==> src/rtl/mem_order_pkg.sv <==
package mem_order_pkg;

    typedef enum logic [1:0] {
        ORD_RLX = 2'b00,
        ORD_REL = 2'b01,
        ORD_ACQ = 2'b10,
        ORD_SC  = 2'b11
    } ord_e;

    typedef struct packed {
        logic atomic;
        ord_e ord;
    } op_attr_t;

    // younger ops must wait for this one
    function automatic logic attr_acquires(op_attr_t a);
        return a.atomic && a.ord[1];
    endfunction

    // this op must wait for all older ones
    function automatic logic attr_releases(op_attr_t a);
        return a.atomic && a.ord[0];
    endfunction

    // this op needs a global sync before it is finished
    function automatic logic attr_syncs(op_attr_t a);
        return a.atomic && (a.ord == ORD_SC);
    endfunction

endpackage

==> src/rtl/mog_inflight_ctr.sv <==
module mog_inflight_ctr #(
    parameter int MAX_OUT = 8,
    parameter int CNT_W   = $clog2(MAX_OUT + 1)
) (
    input  logic             clk,
    input  logic             rst,
    input  logic             inc,
    input  logic             dec,
    output logic [CNT_W-1:0] cnt,
    output logic             empty,
    output logic             full
);
    localparam logic [CNT_W-1:0] LIMIT = CNT_W'(MAX_OUT);

    always_ff @(posedge clk) begin
        if (rst) begin
            cnt <= '0;
        end else begin
            case ({inc, dec})
                2'b10:   cnt <= cnt + 1'b1;
                2'b01:   cnt <= cnt - 1'b1;
                default: cnt <= cnt;
            endcase
        end
    end

    assign empty = (cnt == '0);
    assign full  = (cnt == LIMIT);
endmodule

==> src/rtl/mog_acq_hold.sv <==
module mog_acq_hold #(
    parameter int ID_W = 4
) (
    input  logic            clk,
    input  logic            rst,
    input  logic            set,
    input  logic [ID_W-1:0] set_tag,
    input  logic            set_sc,
    input  logic            done_valid,
    input  logic [ID_W-1:0] done_tag,
    output logic            hold,
    output logic [ID_W-1:0] hold_tag,
    output logic            hold_sc
);
    always_ff @(posedge clk) begin
        if (rst) begin
            hold     <= 1'b0;
            hold_tag <= '0;
            hold_sc  <= 1'b0;
        end else if (set) begin
            hold     <= 1'b1;
            hold_tag <= set_tag;
            hold_sc  <= set_sc;
        end else if (hold && done_valid && (done_tag == hold_tag)) begin
            hold    <= 1'b0;
            hold_sc <= 1'b0;
        end
    end
endmodule

==> src/rtl/mog_sync_ctl.sv <==
module mog_sync_ctl #(
    parameter int ID_W = 4
) (
    input  logic            clk,
    input  logic            rst,
    input  logic            cmp_valid,
    input  logic [ID_W-1:0] cmp_tag,
    input  logic            hold,
    input  logic [ID_W-1:0] hold_tag,
    input  logic            hold_sc,
    input  logic            sync_ack,
    output logic            cmp_swallow,
    output logic            sync_req,
    output logic            sync_done
);
    // memory finished the seq_cst atomic: keep it open until sync is acknowledged
    assign cmp_swallow = cmp_valid && hold && hold_sc && (cmp_tag == hold_tag);
    assign sync_done   = sync_req && sync_ack;

    always_ff @(posedge clk) begin
        if (rst)              sync_req <= 1'b0;
        else if (cmp_swallow) sync_req <= 1'b1;
        else if (sync_done)   sync_req <= 1'b0;
    end
endmodule

==> src/rtl/mem_order_gate.sv <==
module mem_order_gate
    import mem_order_pkg::*;
#(
    parameter int ID_W    = 4,
    parameter int MAX_OUT = 8,
    localparam int CNT_W  = $clog2(MAX_OUT + 1)
) (
    input  logic            clk,
    input  logic            rst,
    input  logic            op_valid,
    output logic            op_ready,
    input  logic            op_atomic,
    input  logic [1:0]      op_order,
    output logic            issue_valid,
    output logic [ID_W-1:0] issue_tag,
    input  logic            cmp_valid,
    input  logic [ID_W-1:0] cmp_tag,
    output logic            done_valid,
    output logic [ID_W-1:0] done_tag,
    output logic            sync_req,
    input  logic            sync_ack
);
    op_attr_t         attr;
    logic             want_acq, want_rel, want_sync;
    logic [CNT_W-1:0] inflight_cnt;
    logic             cnt_empty, cnt_full;
    logic             acq_hold_q, hold_sc;
    logic [ID_W-1:0]  hold_tag;
    logic             cmp_swallow, sync_done;
    logic [ID_W-1:0]  next_tag;

    assign attr      = '{atomic: op_atomic, ord: ord_e'(op_order)};
    assign want_acq  = attr_acquires(attr);
    assign want_rel  = attr_releases(attr);
    assign want_sync = attr_syncs(attr);

    assign op_ready    = !acq_hold_q && !cnt_full && !(want_rel && !cnt_empty);
    assign issue_valid = op_valid && op_ready;
    assign issue_tag   = next_tag;

    always_ff @(posedge clk) begin
        if (rst)              next_tag <= '0;
        else if (issue_valid) next_tag <= next_tag + 1'b1;
    end

    assign done_valid = (cmp_valid && !cmp_swallow) || sync_done;
    assign done_tag   = sync_done ? hold_tag : cmp_tag;

    mog_inflight_ctr #(.MAX_OUT(MAX_OUT), .CNT_W(CNT_W)) u_ctr (
        .clk   (clk),
        .rst   (rst),
        .inc   (issue_valid),
        .dec   (done_valid),
        .cnt   (inflight_cnt),
        .empty (cnt_empty),
        .full  (cnt_full)
    );

    mog_acq_hold #(.ID_W(ID_W)) u_hold (
        .clk        (clk),
        .rst        (rst),
        .set        (issue_valid && want_acq),
        .set_tag    (next_tag),
        .set_sc     (want_sync),
        .done_valid (done_valid),
        .done_tag   (done_tag),
        .hold       (acq_hold_q),
        .hold_tag   (hold_tag),
        .hold_sc    (hold_sc)
    );

    mog_sync_ctl #(.ID_W(ID_W)) u_sync (
        .clk         (clk),
        .rst         (rst),
        .cmp_valid   (cmp_valid),
        .cmp_tag     (cmp_tag),
        .hold        (acq_hold_q),
        .hold_tag    (hold_tag),
        .hold_sc     (hold_sc),
        .sync_ack    (sync_ack),
        .cmp_swallow (cmp_swallow),
        .sync_req    (sync_req),
        .sync_done   (sync_done)
    );
endmodule

==> config.mk <==
export PLATFORM = sky130hd
export DESIGN_NAME = mem_order_gate
export DESIGN_NICKNAME = d
export VERILOG_FILES = /design/src/rtl/mem_order_pkg.sv /design/src/rtl/mog_inflight_ctr.sv /design/src/rtl/mog_acq_hold.sv /design/src/rtl/mog_sync_ctl.sv /design/src/rtl/mem_order_gate.sv
export SDC_FILE = /design/constraint.sdc
export NUM_CORES = 1
export LEC_CHECK = 0
export ABC_CLOCK_PERIOD_IN_PS = 7050
export BUFFER_PORTS_ARGS = -buffer_cell sky130_fd_sc_hd__buf_4
export CELL_PAD_IN_SITES_DETAIL_PLACEMENT = 1
export CELL_PAD_IN_SITES_GLOBAL_PLACEMENT = 1
export CORE_MARGIN = 2
export CORE_UTILIZATION = 40
export DETAILED_ROUTE_END_ITERATION = 12
export PLACE_DENSITY_LB_ADDON = 0.1
export SETUP_SLACK_MARGIN = 0.3
export SLEW_MARGIN = 15
export SYNTH_ARGS = -nofsm -noshare
export SYNTH_HDL_FRONTEND = slang
export SYNTH_SLANG_ARGS = --single-unit
export TNS_END_PERCENT = 100
==> constraint.sdc <==
create_clock -name clk -period 7.05 [get_ports clk]
set_input_delay 2.115 -clock clk [delete_from_list [all_inputs] [get_ports clk]]
set_output_delay 2.115 -clock clk [all_outputs]
set_load 0.005 [all_outputs]
==> impl_metrics.env, run 1 <==
export IMPL_status="complete, no violations"
export IMPL_clock_fmax_mhz=188
export IMPL_die_w_um=50.2
export IMPL_ys_warn_count=0
export IMPL_grt_setup_unrepaired="false"
export IMPL_setup_viol_count_final=0
export IMPL_gp_congestion=0.774
export IMPL_drtIter0Drc=8
export IMPL_post_drt_wl_per_cell_um=14.6
export IMPL_grt_pass1_wl_mm=3.76
export IMPL_cts_resized=0
export IMPL_row_count=16
export IMPL_cap_violations=0
export IMPL_critPathKind="in -> out"
export IMPL_p_int_mw=0.170
export IMPL_hpwl_mm=1.67
export IMPL_cts_sinks=15
export IMPL_stdcell_count=145
export IMPL_leakagePower_nw=0.483
export IMPL_tightest_slew_ns=0.317
export IMPL_core_area_um2=1980
export IMPL_grt_use_total_pct=19.4
export IMPL_cts_tree="yes"
export IMPL_drcViolationCount=0
export IMPL_min_period_ns=5.33
export IMPL_htreeDepth=1
export IMPL_antenna_found_initial=0
export IMPL_worstPathRequired_ns=4.93
export IMPL_antenna_cells=0
export IMPL_synth_nets=110
export IMPL_initial_core_util_pct=43.1
export IMPL_cts_root_buf="clkbuf_4"
export IMPL_min_period_over_period_pct=75.6
export IMPL_clockBufferDepth=2
export IMPL_avgSynthCellArea_um2=9.18
export IMPL_critPathLaunchType="input port"
export IMPL_seqPwrFrac_pct=44.1
export IMPL_critical_path_arrival_ns=3.22
export IMPL_post_cts_buffers=0
export IMPL_max_vdd_ir_drop_uv=141
export IMPL_cp_max_fo=2
export IMPL_drive_gt1_share_pct=28.0
export IMPL_cts_buffers_inserted=3
export IMPL_nets=136
export IMPL_p_sw_share_pct=36.4
export IMPL_ant_nets=0
export IMPL_slew_headroom_pct=78.7
export IMPL_pin_count=24
export IMPL_die_y_um=50.2
export IMPL_power_switching_mw=0.0972
export IMPL_hold_buffers=0
export IMPL_clkPwrFrac_pct=19.0
export IMPL_finClkSkew_ns=0.000903
export IMPL_clk_pin_slew_ns=0.09
export IMPL_p_total_mw=0.267
export IMPL_grt_max_degree=16
export IMPL_clock_latency_ns=0.29
export IMPL_finalHoldViolations=0
export IMPL_viasPerCell=5.29
export IMPL_cp_end_kind="output port"
export IMPL_routed_wl_mm=2.12
export IMPL_firstDrtPassIters=4
export IMPL_grt_pass1_vias=790
export IMPL_power_frac_comb_pct=37.0
export IMPL_min_path_type="reg -> reg"
export IMPL_overflow=0
export IMPL_areaGrowthSynthToFinish_pct=25.5
export IMPL_via_count=767
export IMPL_dp_cells=141
export IMPL_io_buffers=23
export IMPL_ys_ff_latch=15
export IMPL_synth_area_um2=853
export IMPL_p_per_area_nw_per_um2=249
export IMPL_synth_cell_types=31
export IMPL_syn_inst=93
export IMPL_slew_violations=0
export IMPL_fin_area_um2=1070
export IMPL_dieArea_um2=2520
export IMPL_ys_seq_area_share_pct=35.2
export IMPL_place_area_um2=1040
export IMPL_setup_tns_ns=0
[cell usage after synthesis (all sizes together)]
cell type  count  share of area [%]
a21oi          7                4.1
a22o           1                1.0
a31oi          1               0.73
a41o           1                1.2
and2           2                1.5
and3           2                1.5
and4           1                1.3
buf            1                1.3
clkbuf         1               0.44
dfxtp         15                 35
fa             1                2.3
ha             4                5.9
inv            6                2.6
mux2           4                5.3
mux2i          6                7.0
nand2          2               0.88
nand2b         1               0.73
nand3          4                2.3
nand4          2                1.5
nor2          14                6.2
nor2b          1               0.73
nor3           1               0.59
o21ai          1               0.59
o311ai         1                1.9
o31ai          2                1.8
or3            1               0.73
or4            1               0.88
or4b           1                1.6
xnor2          1                1.0
xor2           7                7.2
[power by group through the flow]
stage / sequential [mW] / combinational, mW / clock, mW
6_report: 0.118 / 0.0987 / 0.0506
5_1_grt: 0.121 / 0.117 / 0.0551
4_1_cts: 0.118 / 0.100 / 0.0510
3_5_place_dp: 0.120 / 0.0987 / 0
3_3_place_gp: 0.118 / 0.0949 / 0
2_1_floorplan: 0.114 / 0.0677 / 0
[worst max-delay path: stages]
cell	delay, ns
buf_4	0.12
xor2_1	0.14
nor3_1	0.30
nand3_1	0.15
a22o_1	0.25
buf_4	0.14
[metrics by stage]
stage	util, %	hold slack (ns)	worst slack, ns
after CTS	54.0	0.486	1.72
final	54.0	0.481	1.72
after global routing	54.0	0.542	1.62
after detailed placement	52.7	0.474	1.73
after floorplan	-	0.443	2.15
after global placement	52.7	0.471	1.78
[metal layers]
layer	vias to the layer above	part of all wire (%)	track usage, %
met2	16	48	34.0
li1	377	-	-
met3	5	3.6	2.38
met4	0	1.5	5.56
met5	-	0	0
met1	369	46	24.6
[cell families (layout without fill, tap and decap cells)]
| logic type | Yosys count | count (layout) | synth area share (%) |
|---|---|---|---|
| and+or+nand+nor | 33 | 33 | 20.4 |
| adders and majority gates | 5 | 5 | 8.21 |
| xor gates and xnor gates | 8 | 8 | 8.21 |
| muxes | 10 | 10 | 12.3 |
| DFF | 15 | 15 | 35.2 |
| buffers and inverters | 8 | 33 | 4.40 |
| AOI/OAI and AO/OA | 14 | 14 | 11.3 |
[path summary, 6_finish.rpt]
| check | startpoint | endpoint | slack (ns) | cells past startpoint |
|---|---|---|---|---|
| max reg2reg | u_ctr.cnt[0] | u_ctr.cnt[3] | 4.28 | 8 |
| min | u_ctr.cnt[3] | u_ctr.cnt[3] | 0.48 | 2 |
| min reg2reg | u_ctr.cnt[3] | u_ctr.cnt[3] | 0.48 | 2 |
| max | cmp_tag[0] | done_valid | 1.72 | 6 |
[placed cells by master (no fill, tap or decap), drive strengths merged, types with 2 or more instances in the layout]
cell and n:
o31ai 2, xor2 7, buf 23, ha 4
nand2 2, dfxtp 15, mux2i 6, and3 2
nor2 14, clkbuf 4, mux2 4, and2 2
nand4 2, a21oi 7, inv 6, nand3 4
[registers in the layout (all words and copies together), names as in the netlist]
register	flops
u_hold.hold_tag	4
u_sync.sync_req	1
issue_tag	4
u_hold.hold_sc	1
u_ctr.cnt	4
u_hold.hold	1
[area by class of cell]
type,instances,area [µm²]
Sequential cell,15,300
Multi-Input combinational cell,70,515
Timing Repair Buffer,23,173
Tap cell,27,33.8
Clock buffer,4,26.3
Inverter,6,22.5
Fill cell,240,911
(Power assumes the default switching activity.)
==> inputs of run 2 (changes only) <==
--- a/config.mk
+++ b/config.mk
@@ -5,12 +5,12 @@
 export SDC_FILE = /design/constraint.sdc
 export NUM_CORES = 1
 export LEC_CHECK = 0
-export ABC_CLOCK_PERIOD_IN_PS = 7050
+export ABC_CLOCK_PERIOD_IN_PS = 5200
 export BUFFER_PORTS_ARGS = -buffer_cell sky130_fd_sc_hd__buf_4
 export CELL_PAD_IN_SITES_DETAIL_PLACEMENT = 1
 export CELL_PAD_IN_SITES_GLOBAL_PLACEMENT = 1
 export CORE_MARGIN = 2
-export CORE_UTILIZATION = 40
+export CORE_UTILIZATION = 37
 export DETAILED_ROUTE_END_ITERATION = 12
 export PLACE_DENSITY_LB_ADDON = 0.1
 export SETUP_SLACK_MARGIN = 0.3
==> constraint.sdc (replaced) <==
create_clock -name clk -period 5.2 [get_ports clk]
set_input_delay 1.56 -clock clk [delete_from_list [all_inputs] [get_ports clk]]
set_output_delay 1.56 -clock clk [all_outputs]
set_load 0.005 [all_outputs]
==> impl_metrics.env, run 2 (same netlist as run 1, synthesis figures left out) <==
export IMPL_status="complete, no violations"
export IMPL_pin_count=24
export IMPL_slew_headroom_pct=80.4
export IMPL_via_count=748
export IMPL_post_cts_buffers=0
export IMPL_core_area_um2=2190
export IMPL_die_y_um=52.0
export IMPL_setup_tns_ns=0
export IMPL_antenna_cells=0
export IMPL_cp_common_cell="buf_4"
export IMPL_io_buffers=23
export IMPL_cts_root_buf="clkbuf_4"
export IMPL_cts_tree="yes"
export IMPL_cp_end_kind="output port"
export IMPL_slew_violations=0
export IMPL_tightest_slew_ns=0.292
export IMPL_fillCellCount=277
export IMPL_critical_path_arrival_ns=2.67
export IMPL_firstDrtPassIters=3
export IMPL_hpwl_mm=1.48
export IMPL_row_count=17
export IMPL_dieArea_um2=2710
export IMPL_cts_sinks=15
export IMPL_path_cells="buf_4, xor2_1, nor3_1, nand3_1, a22o_1, buf_4"
export IMPL_hold_buffers=0
export IMPL_ant_nets=0
export IMPL_grt_pass1_wl_mm=2.88
export IMPL_die_w_um=52.0
export IMPL_min_path_type="reg -> reg"
export IMPL_initial_core_util_pct=38.9
export IMPL_postLayoutCoreUtil_pct=49.0
export IMPL_drtIter0Drc=8
export IMPL_worstPathRequired_ns=3.64
export IMPL_multi_input_area_um2=515
export IMPL_p_per_area_nw_per_um2=330
export IMPL_clock_fmax_mhz=237
export IMPL_grt_setup_unrepaired="false"
export IMPL_layout_commonest_cell="buf_4"
export IMPL_place_area_um2=1050
export IMPL_leakagePower_nw=0.486
export IMPL_nets=136
export IMPL_setup_viol_count_final=0
export IMPL_hold_ws_ns=0.485
export IMPL_routed_wl_mm=1.85
export IMPL_finClkSkew_ns=0.00409
export IMPL_finalHoldViolations=0
export IMPL_drive_gt1_share_pct=28.8
export IMPL_clockBufferDepth=2
export IMPL_clk_pin_slew_ns=0.09
export IMPL_ff_latch_area_um2=300
export IMPL_viasPerCell=5.12
export IMPL_post_drt_wl_per_cell_um=12.6
export IMPL_max_stage_delay_ns=0.29
export IMPL_crit_slowest_cell="nor3_1"
export IMPL_worst_path_buf_inv=2
export IMPL_grt_pass1_vias=682
export IMPL_grt_max_degree=16
export IMPL_cap_violations=0
export IMPL_grt_use_total_pct=14.6
export IMPL_antenna_found_initial=0
export IMPL_cpLargestDelayFamily="simple AND/OR/NAND/NOR gates"
export IMPL_overflow=0
export IMPL_gp_congestion=0.727
export IMPL_critPathLaunchType="input port"
export IMPL_cp_max_fo=2
export IMPL_htreeDepth=1
export IMPL_cts_resized=0
export IMPL_mostFrequentLayoutCells="buf_4 (23), dfxtp_1 (15), nor2_1 (14)"
export IMPL_drcViolationCount=0
export IMPL_min_period_over_period_pct=81.3
export IMPL_fin_area_um2=1070
export IMPL_min_period_ns=4.23
export IMPL_max_vdd_ir_drop_uv=210
export IMPL_clock_latency_ns=0.28
export IMPL_critPathKind="in -> out"
export IMPL_cts_buffers_inserted=3
export IMPL_areaGrowthSynthToFinish_pct=25.8
run 2: metrics by stage:
step / power (mW) / cells / setup slack [ns]
after floorplan: 0.247 / 93 / 1.41
after global placement: 0.288 / 142 / 1.04
after detailed placement: 0.294 / 142 / 0.975
after CTS: 0.362 / 146 / 0.968
after global routing: 0.386 / 146 / 0.903
final: 0.354 / 146 / 0.972
run 2: final timing paths:
kind,start,to,slack [ns],cells after the start
max,cmp_tag[1],done_valid,0.97,6
min,u_ctr.cnt[3],u_ctr.cnt[3],0.49,2
min reg2reg,u_ctr.cnt[3],u_ctr.cnt[3],0.49,2
max reg2reg,u_hold.hold_tag[1],u_ctr.cnt[3],2.43,10
run 2: report_power, final:
group	total, mW	leakage (nW)	internal, mW	switching, mW
sequential	0.158	0.122	0.133	0.0252
combinational	0.131	0.346	0.0674	0.0634
clock	0.0652	0.0177	0.0285	0.0367
run 2: worst min-delay path: cells and delay by family, from the launching register on:
family / cells / cell delay, ns
flops: 1 / 0.33
compound gates: 2 / 0.11
run 2: layout make-up:
class / count / share of cell area (%)
Multi-Input combinational cell: 70 / 48.0
Sequential cell: 15 / 28.0
Timing Repair Buffer: 23 / 16.1
Tap cell: 28 / 3.26
Clock buffer: 3 / 2.10
Inverter: 6 / 2.10
Clock inverter: 1 / 0.466
run 2: routing by layer:
| metal | global-route usage [%] | part of all wire, % | up-vias |
|---|---|---|---|
| met4 | 6.58 | 0.92 | 0 |
| met3 | 2.59 | 3.5 | 2 |
| met5 | 0 | 0 | - |
| li1 | - | - | 376 |
| met2 | 25.7 | 52 | 12 |
| met1 | 17.0 | 44 | 358 |
==> inputs of run 3 (changes only) <==
--- a/config.mk
+++ b/config.mk
@@ -5,12 +5,12 @@
 export SDC_FILE = /design/constraint.sdc
 export NUM_CORES = 1
 export LEC_CHECK = 0
-export ABC_CLOCK_PERIOD_IN_PS = 5200
+export ABC_CLOCK_PERIOD_IN_PS = 3700
 export BUFFER_PORTS_ARGS = -buffer_cell sky130_fd_sc_hd__buf_4
 export CELL_PAD_IN_SITES_DETAIL_PLACEMENT = 1
 export CELL_PAD_IN_SITES_GLOBAL_PLACEMENT = 1
 export CORE_MARGIN = 2
-export CORE_UTILIZATION = 37
+export CORE_UTILIZATION = 33
 export DETAILED_ROUTE_END_ITERATION = 12
 export PLACE_DENSITY_LB_ADDON = 0.1
 export SETUP_SLACK_MARGIN = 0.3
==> constraint.sdc (replaced) <==
create_clock -name clk -period 3.7 [get_ports clk]
set_input_delay 1.11 -clock clk [delete_from_list [all_inputs] [get_ports clk]]
set_output_delay 1.11 -clock clk [all_outputs]
set_load 0.005 [all_outputs]
==> impl_metrics.env, run 3 (same netlist as run 1, synthesis figures left out) <==
export IMPL_slew_violations=0
export IMPL_clk_pin_slew_ns=0.09
export IMPL_drtIter0Drc=8
export IMPL_met1_usage_pct=19.1
export IMPL_firstDrtPassIters=4
export IMPL_core_area_um2=2450
export IMPL_clock_fmax_mhz=312
export IMPL_min_period_over_period_pct=86.7
export IMPL_critPathKind="in -> reg"
export IMPL_antenna_found_initial=0
export IMPL_post_drt_wl_per_cell_um=13.7
export IMPL_status="complete, no violations"
export IMPL_finClkSkew_ns=0.00519
export IMPL_cp_common_cell="a21oi_1"
export IMPL_via_count=742
export IMPL_min_path_type="reg -> reg"
export IMPL_antenna_cells=0
export IMPL_leakagePower_nw=0.491
export IMPL_grt_max_degree=16
export IMPL_critPathLaunchType="input port"
export IMPL_grt_use_total_pct=16.0
export IMPL_met3_usage_pct=2.73
export IMPL_tightest_slew_ns=0.311
export IMPL_crit_slowest_cell="or4_1"
export IMPL_drcViolationCount=0
export IMPL_cts_tree="yes"
export IMPL_drive_gt1_share_pct=30.3
export IMPL_p_total_mw=0.511
export IMPL_htreeDepth=1
export IMPL_die_w_um=54.9
export IMPL_clockBufferDepth=2
export IMPL_postLayoutCoreUtil_pct=44.3
export IMPL_overflow=0
export IMPL_die_y_um=54.9
export IMPL_worst_path_buf_inv=1
export IMPL_io_buffers=23
export IMPL_hold_ws_ns=0.496
export IMPL_row_count=18
export IMPL_cts_sinks=15
export IMPL_cp_end_kind="flip-flop"
export IMPL_nets=137
export IMPL_use_met2_pct=27.4
export IMPL_setup_viol_count_final=0
export IMPL_finalHoldViolations=0
export IMPL_gp_congestion=0.743
export IMPL_slew_headroom_pct=79.2
export IMPL_max_vdd_ir_drop_uv=235
export IMPL_grt_setup_unrepaired="false"
export IMPL_viasPerCell=4.98
export IMPL_cts_buffers_inserted=3
export IMPL_worstPathRequired_ns=3.92
export IMPL_cap_violations=0
export IMPL_ant_nets=0
export IMPL_cpLargestDelayFamily="simple AND/OR/NAND/NOR gates"
export IMPL_grt_pass1_vias=738
export IMPL_grt_pass1_wl_mm=3.39
export IMPL_cp_max_fo=3
export IMPL_routed_wl_mm=2.04
export IMPL_hpwl_mm=1.60
export IMPL_clock_latency_ns=0.28
export IMPL_pin_count=24
export IMPL_mostFrequentLayoutCells="buf_4 (24), dfxtp_1 (15), nor2_1 (14)"
export IMPL_p_per_area_nw_per_um2=469
export IMPL_dieArea_um2=3010
export IMPL_fillCellCount=320
export IMPL_initial_core_util_pct=34.8
export IMPL_hold_buffers=0
export IMPL_max_stage_delay_ns=0.47
export IMPL_areaGrowthSynthToFinish_pct=27.6
export IMPL_grt_busiest_layer="met2"
export IMPL_path_cells="buf_4, xor2_1, nor3_2, nand3_1, a22o_1, ha_1, ha_1, a21oi_1, a21oi_1, or4_1, a21oi_1"
export IMPL_layout_commonest_cell="buf_4"
export IMPL_cts_root_buf="clkbuf_4"
export IMPL_setup_tns_ns=0
export IMPL_critical_path_arrival_ns=3.43
export IMPL_min_period_ns=3.21
## run 3: routing by layer
| metal | share of wire [%] | wire length (µm) | up-vias |
|---|---|---|---|
| met4 | 0.98 | 20 | 0 |
| met1 | 47 | 952 | 345 |
| li1 | - | - | 382 |
| met5 | 0 | 0 | - |
| met2 | 48 | 982 | 13 |
| met3 | 4.3 | 87 | 2 |
## run 3: layout make-up
class | instances | area (µm²) | share of cell area, %
flip-flops and latches | 15 | 300 | 27.6
inverters | 6 | 22.5 | 2.07
clock inverters | 1 | 5.00 | 0.460
repair buffers | 24 | 180 | 16.6
clock buffers | 3 | 22.5 | 2.07
well taps | 30 | 37.5 | 3.45
multi-input cells | 70 | 520 | 47.8
## run 3: repair_timing
item                                    4_1_cts  5_1_grt
endpoints found under the setup margin        0        1
endpoints found under the hold margin         0        0
gates resized for setup                       0        1
buffers inserted                              0        0
## run 3: metrics by stage
| step | cell area (µm²) | cells | worst slack, ns |
|---|---|---|---|
| 2_1_floorplan | 853 | 93 | 0.489 |
| 3_3_place_gp | 1060 | 145 | 0.264 |
| 3_5_place_dp | 1060 | 145 | 0.128 |
| 4_1_cts | 1080 | 149 | 0.440 |
| 5_1_grt | 1090 | 149 | 0.353 |
| 6_report | 1090 | 149 | 0.492 |
## run 3: where the power goes
group | total [mW] | internal, mW | switching (mW)
Sequential | 0.224 | 0.186 | 0.0373
Clock | 0.0970 | 0.0401 | 0.0569
Combinational | 0.190 | 0.0985 | 0.0914
## run 3: tightest hold or removal path, delay by kind of cell (launching register included)
kind | cells | cell delay (ns)
flip-flops | 1 | 0.34
AO/OA/AOI/OAI | 2 | 0.12
## run 3: path summary, 6_finish.rpt
kind	from	endpoint	slack, ns	cells past startpoint
setup / recovery	cmp_tag[1]	u_ctr.cnt[3]	0.49	11
hold / removal	u_ctr.cnt[3]	u_ctr.cnt[3]	0.50	2
setup reg to reg	u_hold.hold_tag[1]	u_ctr.cnt[3]	1.05	10
hold reg to reg	u_ctr.cnt[3]	u_ctr.cnt[3]	0.50	2
